File: src/rtl/linTxPkg.sv
package linTxPkg;

  localparam int IDX_W     = 3;
  localparam int BUF_BYTES = 1 << IDX_W;

  typedef enum logic [1:0] {SEL_SYNC, SEL_PID, SEL_DATA, SEL_CSUM} charSel_e;

  typedef enum logic [2:0] {
    ST_IDLE, ST_BREAK, ST_SYNC, ST_PID, ST_DATA, ST_WAIT, ST_CSUM
  } txState_e;

  // strobes from control to datapath
  typedef struct packed {
    logic             loadBreak;
    logic             loadChar;
    charSel_e         sel;
    logic             firstData;
    logic [IDX_W-1:0] dataIdx;
  } dpCmd_t;

  function automatic logic [7:0] protectId(input logic [5:0] id);
    logic p0, p1;
    p0 = id[0] ^ id[1] ^ id[2] ^ id[4];
    p1 = ~(id[1] ^ id[3] ^ id[4] ^ id[5]);
    return {p1, p0, id};
  endfunction

  function automatic logic [7:0] addCarry(input logic [7:0] a, input logic [7:0] b);
    logic [8:0] s;
    s = {1'b0, a} + {1'b0, b};
    return s[7:0] + {7'b0, s[8]};
  endfunction

endpackage

File: src/rtl/linTxDatapath.sv
module linTxDatapath
  import linTxPkg::*;
#(
  parameter int OVS        = 16,
  parameter int BREAK_BITS = 13
) (
  input  logic                   clk,
  input  logic                   rstN,
  input  logic                   baudTick,
  input  logic                   busIn,
  input  dpCmd_t                 cmd,
  input  logic [7:0]             pid,
  input  logic                   enhanced,
  input  logic [BUF_BYTES*8-1:0] bufData,
  output logic                   txOut,
  output logic                   fieldDone,
  output logic                   bitErr
);

  localparam int SH_W  = BREAK_BITS + 1;
  localparam int CNT_W = $clog2(SH_W + 1);
  localparam int PH_W  = $clog2(OVS);
  localparam int MID   = OVS / 2 - 1;
  localparam int CHAR_BITS = 10;

  logic [SH_W-1:0]  shReg;
  logic [CNT_W-1:0] bitsLeft;
  logic [PH_W-1:0]  phase;
  logic             active;
  logic [7:0]       sumAcc;
  logic [7:0]       dataByte;
  logic [7:0]       charByte;
  logic [7:0]       sumBase;

  assign dataByte = bufData[{cmd.dataIdx, 3'b000} +: 8];
  assign sumBase  = cmd.firstData ? (enhanced ? pid : 8'h00) : sumAcc;

  always_comb begin
    unique case (cmd.sel)
      SEL_SYNC: charByte = 8'h55;
      SEL_PID:  charByte = pid;
      SEL_DATA: charByte = dataByte;
      default:  charByte = ~sumAcc;
    endcase
  end

  always_ff @(posedge clk or negedge rstN) begin
    if (!rstN) begin
      shReg     <= '1;
      bitsLeft  <= '0;
      phase     <= '0;
      active    <= 1'b0;
      sumAcc    <= '0;
      fieldDone <= 1'b0;
      bitErr    <= 1'b0;
    end else begin
      fieldDone <= 1'b0;
      bitErr    <= 1'b0;
      if (cmd.loadBreak) begin
        shReg    <= {1'b1, {BREAK_BITS{1'b0}}};
        bitsLeft <= CNT_W'(SH_W);
        phase    <= '0;
        active   <= 1'b1;
      end else if (cmd.loadChar) begin
        shReg    <= {{(SH_W-CHAR_BITS){1'b1}}, 1'b1, charByte, 1'b0};
        bitsLeft <= CNT_W'(CHAR_BITS);
        phase    <= '0;
        active   <= 1'b1;
        if (cmd.sel == SEL_DATA) sumAcc <= addCarry(sumBase, dataByte);
      end else if (active && baudTick) begin
        if (phase == PH_W'(MID) && busIn != shReg[0]) begin
          active <= 1'b0;
          bitErr <= 1'b1;
          phase  <= '0;
        end else if (phase == PH_W'(OVS - 1)) begin
          phase    <= '0;
          shReg    <= {1'b1, shReg[SH_W-1:1]};
          bitsLeft <= bitsLeft - 1'b1;
          if (bitsLeft == CNT_W'(1)) begin
            active    <= 1'b0;
            fieldDone <= 1'b1;
          end
        end else begin
          phase <= phase + 1'b1;
        end
      end
    end
  end

  assign txOut = active ? shReg[0] : 1'b1;

endmodule

File: src/rtl/linTxCtrl.sv
module linTxCtrl
  import linTxPkg::*;
#(
  parameter int DFL_W = 6
) (
  input  logic             clk,
  input  logic             rstN,
  input  logic             hdrReq,
  input  logic [5:0]       cfgId,
  input  logic [DFL_W-1:0] cfgDfl,
  input  logic             cfgPublish,
  input  logic             cfgEnhanced,
  input  logic             bufEmptyClr,
  input  logic             fieldDone,
  input  logic             bitErr,
  output dpCmd_t           cmd,
  output logic [7:0]       pid,
  output logic             enhanced,
  output logic             busy,
  output logic             doneFlag,
  output logic             hdrDoneFlag,
  output logic             bitErrFlag,
  output logic             bufEmptyFlag
);

  localparam int CNT_W = DFL_W + 1;

  txState_e         state, stateNxt;
  logic [DFL_W-1:0] dflQ;
  logic             publishQ;
  logic [CNT_W-1:0] byteCnt;
  logic [CNT_W-1:0] totalBytes;
  logic startFrame, incCnt, setDone, setHdr, setErr, setEmpty, clrEmpty;

  assign totalBytes = {1'b0, dflQ} + CNT_W'(1);

  always_comb begin
    cmd        = '0;
    stateNxt   = state;
    startFrame = 1'b0;
    incCnt     = 1'b0;
    setDone    = 1'b0;
    setHdr     = 1'b0;
    setErr     = 1'b0;
    setEmpty   = 1'b0;
    clrEmpty   = 1'b0;
    if (bitErr && state != ST_IDLE) begin
      stateNxt = ST_IDLE;
      setErr   = 1'b1;
    end else begin
      unique case (state)
        ST_IDLE: if (hdrReq) begin
          cmd.loadBreak = 1'b1;
          startFrame    = 1'b1;
          stateNxt      = ST_BREAK;
        end
        ST_BREAK: if (fieldDone) begin
          cmd.loadChar = 1'b1;
          cmd.sel      = SEL_SYNC;
          stateNxt     = ST_SYNC;
        end
        ST_SYNC: if (fieldDone) begin
          cmd.loadChar = 1'b1;
          cmd.sel      = SEL_PID;
          stateNxt     = ST_PID;
        end
        ST_PID: if (fieldDone) begin
          if (publishQ) begin
            cmd.loadChar  = 1'b1;
            cmd.sel       = SEL_DATA;
            cmd.firstData = 1'b1;
            incCnt        = 1'b1;
            stateNxt      = ST_DATA;
          end else begin
            setHdr   = 1'b1;
            stateNxt = ST_IDLE;
          end
        end
        ST_DATA: if (fieldDone) begin
          if (byteCnt == totalBytes) begin
            cmd.loadChar = 1'b1;
            cmd.sel      = SEL_CSUM;
            stateNxt     = ST_CSUM;
          end else if (byteCnt[IDX_W-1:0] == '0) begin
            setEmpty = 1'b1;
            stateNxt = ST_WAIT;
          end else begin
            cmd.loadChar = 1'b1;
            cmd.sel      = SEL_DATA;
            cmd.dataIdx  = byteCnt[IDX_W-1:0];
            incCnt       = 1'b1;
          end
        end
        ST_WAIT: if (bufEmptyClr) begin
          cmd.loadChar = 1'b1;
          cmd.sel      = SEL_DATA;
          cmd.dataIdx  = '0;
          incCnt       = 1'b1;
          clrEmpty     = 1'b1;
          stateNxt     = ST_DATA;
        end
        ST_CSUM: if (fieldDone) begin
          setDone  = 1'b1;
          stateNxt = ST_IDLE;
        end
        default: stateNxt = ST_IDLE;
      endcase
    end
  end

  always_ff @(posedge clk or negedge rstN) begin
    if (!rstN) begin
      state        <= ST_IDLE;
      dflQ         <= '0;
      publishQ     <= 1'b0;
      pid          <= '0;
      enhanced     <= 1'b0;
      byteCnt      <= '0;
      doneFlag     <= 1'b0;
      hdrDoneFlag  <= 1'b0;
      bitErrFlag   <= 1'b0;
      bufEmptyFlag <= 1'b0;
    end else begin
      state <= stateNxt;
      if (startFrame) begin
        dflQ         <= cfgDfl;
        publishQ     <= cfgPublish;
        pid          <= protectId(cfgId);
        enhanced     <= cfgEnhanced;
        byteCnt      <= '0;
        doneFlag     <= 1'b0;
        hdrDoneFlag  <= 1'b0;
        bitErrFlag   <= 1'b0;
        bufEmptyFlag <= 1'b0;
      end
      if (incCnt)   byteCnt      <= byteCnt + 1'b1;
      if (setDone)  doneFlag     <= 1'b1;
      if (setHdr)   hdrDoneFlag  <= 1'b1;
      if (setErr)   bitErrFlag   <= 1'b1;
      if (setEmpty) bufEmptyFlag <= 1'b1;
      if (clrEmpty) bufEmptyFlag <= 1'b0;
    end
  end

  assign busy = (state != ST_IDLE);

endmodule

File: src/rtl/linMasterTx.sv
module linMasterTx
  import linTxPkg::*;
#(
  parameter int OVS        = 16,
  parameter int BREAK_BITS = 13,
  parameter int DFL_W      = 6
) (
  input  logic                   clk,
  input  logic                   rstN,
  input  logic                   baudTick,
  input  logic                   hdrReq,
  input  logic [5:0]             cfgId,
  input  logic [DFL_W-1:0]       cfgDfl,
  input  logic                   cfgPublish,
  input  logic                   cfgEnhanced,
  input  logic [BUF_BYTES*8-1:0] bufData,
  input  logic                   bufEmptyClr,
  input  logic                   busIn,
  output logic                   txOut,
  output logic                   busy,
  output logic                   doneFlag,
  output logic                   hdrDoneFlag,
  output logic                   bitErrFlag,
  output logic                   bufEmptyFlag
);

  dpCmd_t     cmd;
  logic [7:0] pid;
  logic       enhanced;
  logic       fieldDone;
  logic       bitErr;

  linTxCtrl #(.DFL_W(DFL_W)) i_ctrl (
    .clk(clk), .rstN(rstN), .hdrReq(hdrReq), .cfgId(cfgId), .cfgDfl(cfgDfl),
    .cfgPublish(cfgPublish), .cfgEnhanced(cfgEnhanced), .bufEmptyClr(bufEmptyClr),
    .fieldDone(fieldDone), .bitErr(bitErr), .cmd(cmd), .pid(pid), .enhanced(enhanced),
    .busy(busy), .doneFlag(doneFlag), .hdrDoneFlag(hdrDoneFlag),
    .bitErrFlag(bitErrFlag), .bufEmptyFlag(bufEmptyFlag)
  );

  linTxDatapath #(.OVS(OVS), .BREAK_BITS(BREAK_BITS)) i_dp (
    .clk(clk), .rstN(rstN), .baudTick(baudTick), .busIn(busIn), .cmd(cmd),
    .pid(pid), .enhanced(enhanced), .bufData(bufData), .txOut(txOut),
    .fieldDone(fieldDone), .bitErr(bitErr)
  );

endmodule

File: config.mk
export PLATFORM = sky130hd
export DESIGN_NAME = linMasterTx
export DESIGN_NICKNAME = d
export VERILOG_FILES = /design/src/rtl/linTxPkg.sv /design/src/rtl/linTxDatapath.sv /design/src/rtl/linTxCtrl.sv /design/src/rtl/linMasterTx.sv
export SDC_FILE = /design/constraint.sdc
export NUM_CORES = 1
export LEC_CHECK = 0
export BUFFER_PORTS_ARGS = -buffer_cell sky130_fd_sc_hd__clkbuf_2
export CORE_MARGIN = 2
export CORE_UTILIZATION = 48
export CTS_CLUSTER_SIZE = 20
export DETAILED_ROUTE_END_ITERATION = 8
export HOLD_SLACK_MARGIN = 0.06
export PLACE_DENSITY = 0.71
export SLEW_MARGIN = 40
export SYNTH_ARGS = -nofsm -noshare
export SYNTH_HDL_FRONTEND = slang
export SYNTH_SLANG_ARGS = --single-unit
export TNS_END_PERCENT = 1
File: constraint.sdc
create_clock -name clk -period 12.65 [get_ports clk]
set_clock_uncertainty 0.1 [all_clocks]
set_input_delay 1.8975 -clock clk [delete_from_list [all_inputs] [get_ports clk]]
set_output_delay 1.8975 -clock clk [all_outputs]
set_load 0.03 [all_outputs]
==> metrics.log <==
INFO  metric cts_htree_levels = 3
INFO  metric setup_viol_count_final = 0
INFO  metric post_synth_edffs = 0
INFO  metric achievable-frequency = around 180 MHz
INFO  metric vias = 4617
INFO  metric netSwitchingFraction = 0.458
INFO  metric run_status = complete, no violations
INFO  metric drt-total-wl = 13.5 mm
INFO  metric finalWeightedCongestion = approximately 0.91
INFO  metric combPwrFrac = 0.485
INFO  metric critPathLaunchType = flip-flop
INFO  metric final_cell_mix = nand2_1, clkbuf_2, dfrtp_1
INFO  metric hold_violations = 0
INFO  metric critical_path_required = 12.78 ns
INFO  metric layout_worst_path_cycle_share = 0.442
INFO  metric layer_with_the_highest_usage = met2
INFO  metric cts.sinks = 62
INFO  metric ff_latch_area = 1570 µm²
INFO  metric min_path_type = flip-flop to flip-flop
INFO  metric preCtsSetupSlack = 7.14 ns
INFO  metric grt_max_degree = 63
INFO  metric synth.area.mux_share = 0.0290
INFO  metric synthesis.nets = just under 700
INFO  metric cts.repair_timing.setup_buffer_count = 0
INFO  metric power.static_leakage = 2.48 nW
INFO  metric synth.cell_area = between 4000 and 5000 µm²
INFO  metric commonest_register_cell_after_synthesis = dfrtp_1
INFO  metric most_common_library_cell_in_the_layout_ignoring_fill_and_taps = nand2_1
INFO  metric intPower = around 0.00057 W
INFO  metric number_of_standard_cells_after_synthesis = 578
INFO  metric data_arrival_time_of_the_worst_path = 5.72 ns
INFO  metric drtAntennaViolNets = 0
INFO  metric groute.usage.overall = 0.266
INFO  metric peakVddDrop = 0.108 mV
INFO  metric power_switching = approximately 0.00048 W
INFO  metric wl_per_cell = 17.1 µm
INFO  metric power_frac_seq = 0.366
INFO  metric area_used_by_multi_input_combinational_logic = around 2900 µm²
INFO  metric final.min_clock_period = approximately 5.6 ns
INFO  metric cts_resized = 0
INFO  metric worstPathMaxFanout = 22
INFO  metric clkLatencyLatePin = 0.35 ns
INFO  metric iter_0_drt_violations = 256
INFO  metric global_route.overflow_total = 0
INFO  metric endpoint_kind = flip-flop
INFO  metric clk_pin_slew = 0.08 ns
INFO  metric grt_met3_usage = 0.0461
INFO  metric tritoncts = yes
INFO  metric max_cap_violations = 0
INFO  metric async_flop_share = 1.00
INFO  metric seq_area_frac_synth = 0.337
INFO  metric post_synth_adder_cell_area = 0.0500
INFO  metric portBuffers = 89
INFO  metric grt.met2_usage = 0.436
INFO  metric clock_tree.root_cell = clkbuf_8
INFO  metric synth_compound_area_frac = 0.232
INFO  metric power_density = 197 nW/µm²
INFO  metric final-max-slew-violation-count = 0
INFO  metric synth.yosys.warnings = 0
INFO  metric die-area = 10500 µm²
INFO  metric rows = 35
INFO  metric drc = 0
INFO  metric initial_utilization = 0.499
INFO  metric layout-area-overhead-vs-synth = 14.7%
INFO  metric post_synth_simple_gate_area = 0.250
INFO  metric design.final.nets = 756
INFO  metric synth.lib_cells_used.distinct = 71
INFO  metric cts_buffers = 9
INFO  metric die_y = 103 µm
INFO  metric die_w = 103 µm
INFO  metric first_global_vias = 4235
INFO  metric final_layout_size_suffix_gt1_frac = 0.215
INFO  metric hold_buffers = 0
INFO  metric pwr-share-clk = 0.149
INFO  metric grt_setup_unrepaired = no
INFO  metric drt-pass1-iter-count = 5
INFO  metric yosys.area_share.xor_xnor = 0.0626
INFO  metric ctsLongestPathBuffers = 2
INFO  metric via_per_inst = 5.86
INFO  metric grt_antenna_before_repair = 0
INFO  metric finished_core_util = 0.573
INFO  metric worst_slack = 7.06 ns
INFO  metric ioPinCount = 90
INFO  metric dp.final_hpwl = 10.3 mm
INFO  metric core-area = 9330 µm²
INFO  metric timing.setup.critical_path_class = flip-flop to flip-flop
INFO  metric gr-usage-met1 = 0.365
INFO  metric max_slew_margin = 0.471
INFO  metric synth_area_per_cell = 8.06 µm²
INFO  metric synth.ff_latch_count = 62
INFO  metric fillCellCount = 889
INFO  metric diodes_inserted = 0
INFO  metric tightestPinTransition = 0.793 ns
INFO  metric dominant_combinational_cell_family_by_area_after_synthesis = simple AND/OR/NAND/NOR gates
INFO  metric grt_pass1_wl = 21.4 mm
INFO  metric totalNegativeSetupSlack = 0 ns
[registers in the layout (all words and copies together) (netlist names), 3 cells and up]
register	cells
i_ctrl.byteCnt	7
i_ctrl.dflQ	6
i_ctrl.pid	8
i_ctrl.state	3
i_dp.bitsLeft	4
i_dp.phase	4
i_dp.shReg	13
i_dp.sumAcc	8
[stage by stage]
stage / area, µm² / hold WS, ns / total power (W) / instances
floorplan: 4660 / 0.348 / 0.000755 / 578
global placement: 5160 / 0.358 / 0.000881 / 772
detailed placement: 5160 / 0.372 / 0.000893 / 772
CTS: 5340 / 0.384 / 0.00106 / 788
global route: 5340 / 0.418 / 0.00114 / 788
finish: 5340 / 0.380 / 0.00105 / 788
[kinds of logic after synthesis]
kind of cell / Yosys count
mux: 13
fa+ha+maj: 18
compound gates: 162
simple gates: 251
buf+inv: 42
flops: 62
xor+xnor: 30
[layer usage]
layer / share of wire / wire length, µm
met5: 0 / 0
met4: 0.013 / 180
met3: 0.064 / 866
met2: 0.48 / 6430
met1: 0.45 / 6040
[final cells by class]
| cell class | count | area share |
|---|---|---|
| Timing Repair Buffer | 93 | 0.0897 |
| Clock buffer | 9 | 0.0232 |
| Tap cell | 129 | 0.0302 |
| Clock inverter | 7 | 0.00937 |
| Multi-Input combinational cell | 474 | 0.544 |
| Sequential cell | 62 | 0.293 |
| Inverter | 14 | 0.00984 |
[worst max-delay path: stages, from the launching register on]
cell,delay (ns)
dfrtp_1,0.86
clkinv_1,0.45
ha_1,0.32
nand2b_1,0.20
and3b_1,0.28
nand2_1,0.13
nor3_2,0.45
a2bb2oi_1,0.16
a21o_1,0.21
ha_1,0.19
inv_1,0.07
fa_1,0.20
nor2b_1,0.05
o21ai_0,0.21
a21oi_1,0.12
o21a_1,0.20
o21ai_0,0.14
nand2b_1,0.07
ha_1,0.22
ha_1,0.21
and3_1,0.18
nand3_1,0.10
xnor2_1,0.07
mux2_2,0.27
[final timing paths]
kind / from / to / slack, ns / cells past startpoint
setup reg to reg: i_ctrl.byteCnt[1] / i_dp.sumAcc[6] / 7.06 / 23
max in group asynchronous: rstN / i_dp.shReg[7] / 10.52 / 2
setup / recovery: i_ctrl.byteCnt[1] / i_dp.sumAcc[6] / 7.06 / 23
hold / removal: i_dp.shReg[1] / i_dp.shReg[0] / 0.38 / 2
hold reg to reg: i_dp.shReg[1] / i_dp.shReg[0] / 0.38 / 2
min in group asynchronous: rstN / i_dp.sumAcc[1] / 1.52 / 2
[synth_stat cells (8+ instances only)]
| cell type | instances | area (µm²) |
|---|---|---|
| a211oi_1 | 18 | 135 |
| mux2i_1 | 9 | 90.1 |
| nand3_1 | 21 | 105 |
| nand2_1 | 122 | 458 |
| ha_1 | 17 | 213 |
| dfrtp_1 | 49 | 1230 |
| xor2_1 | 8 | 70.1 |
| o21ai_0 | 47 | 235 |
| a21oi_1 | 27 | 135 |
| xnor2_1 | 20 | 175 |
| and3_1 | 12 | 75.1 |
| nor2_1 | 39 | 146 |
| dfstp_2 | 13 | 342 |
| a21o_1 | 9 | 67.6 |
| nor3_1 | 10 | 50.1 |
| nor2b_1 | 8 | 50.1 |
| clkbuf_1 | 16 | 60.1 |
| o21a_1 | 9 | 67.6 |
| inv_1 | 13 | 48.8 |
[power groups by stage]
stage | clock [W] | sequential, W | combinational [W]
floorplan | 0 | 0.000342 | 0.000413
global placement | 0 | 0.000382 | 0.000499
detailed placement | 0 | 0.000386 | 0.000507
CTS | 0.000162 | 0.000383 | 0.000512
global route | 0.000169 | 0.000396 | 0.000580
finish | 0.000157 | 0.000385 | 0.000512
Note: power is estimated with default switching activity, not from simulation.
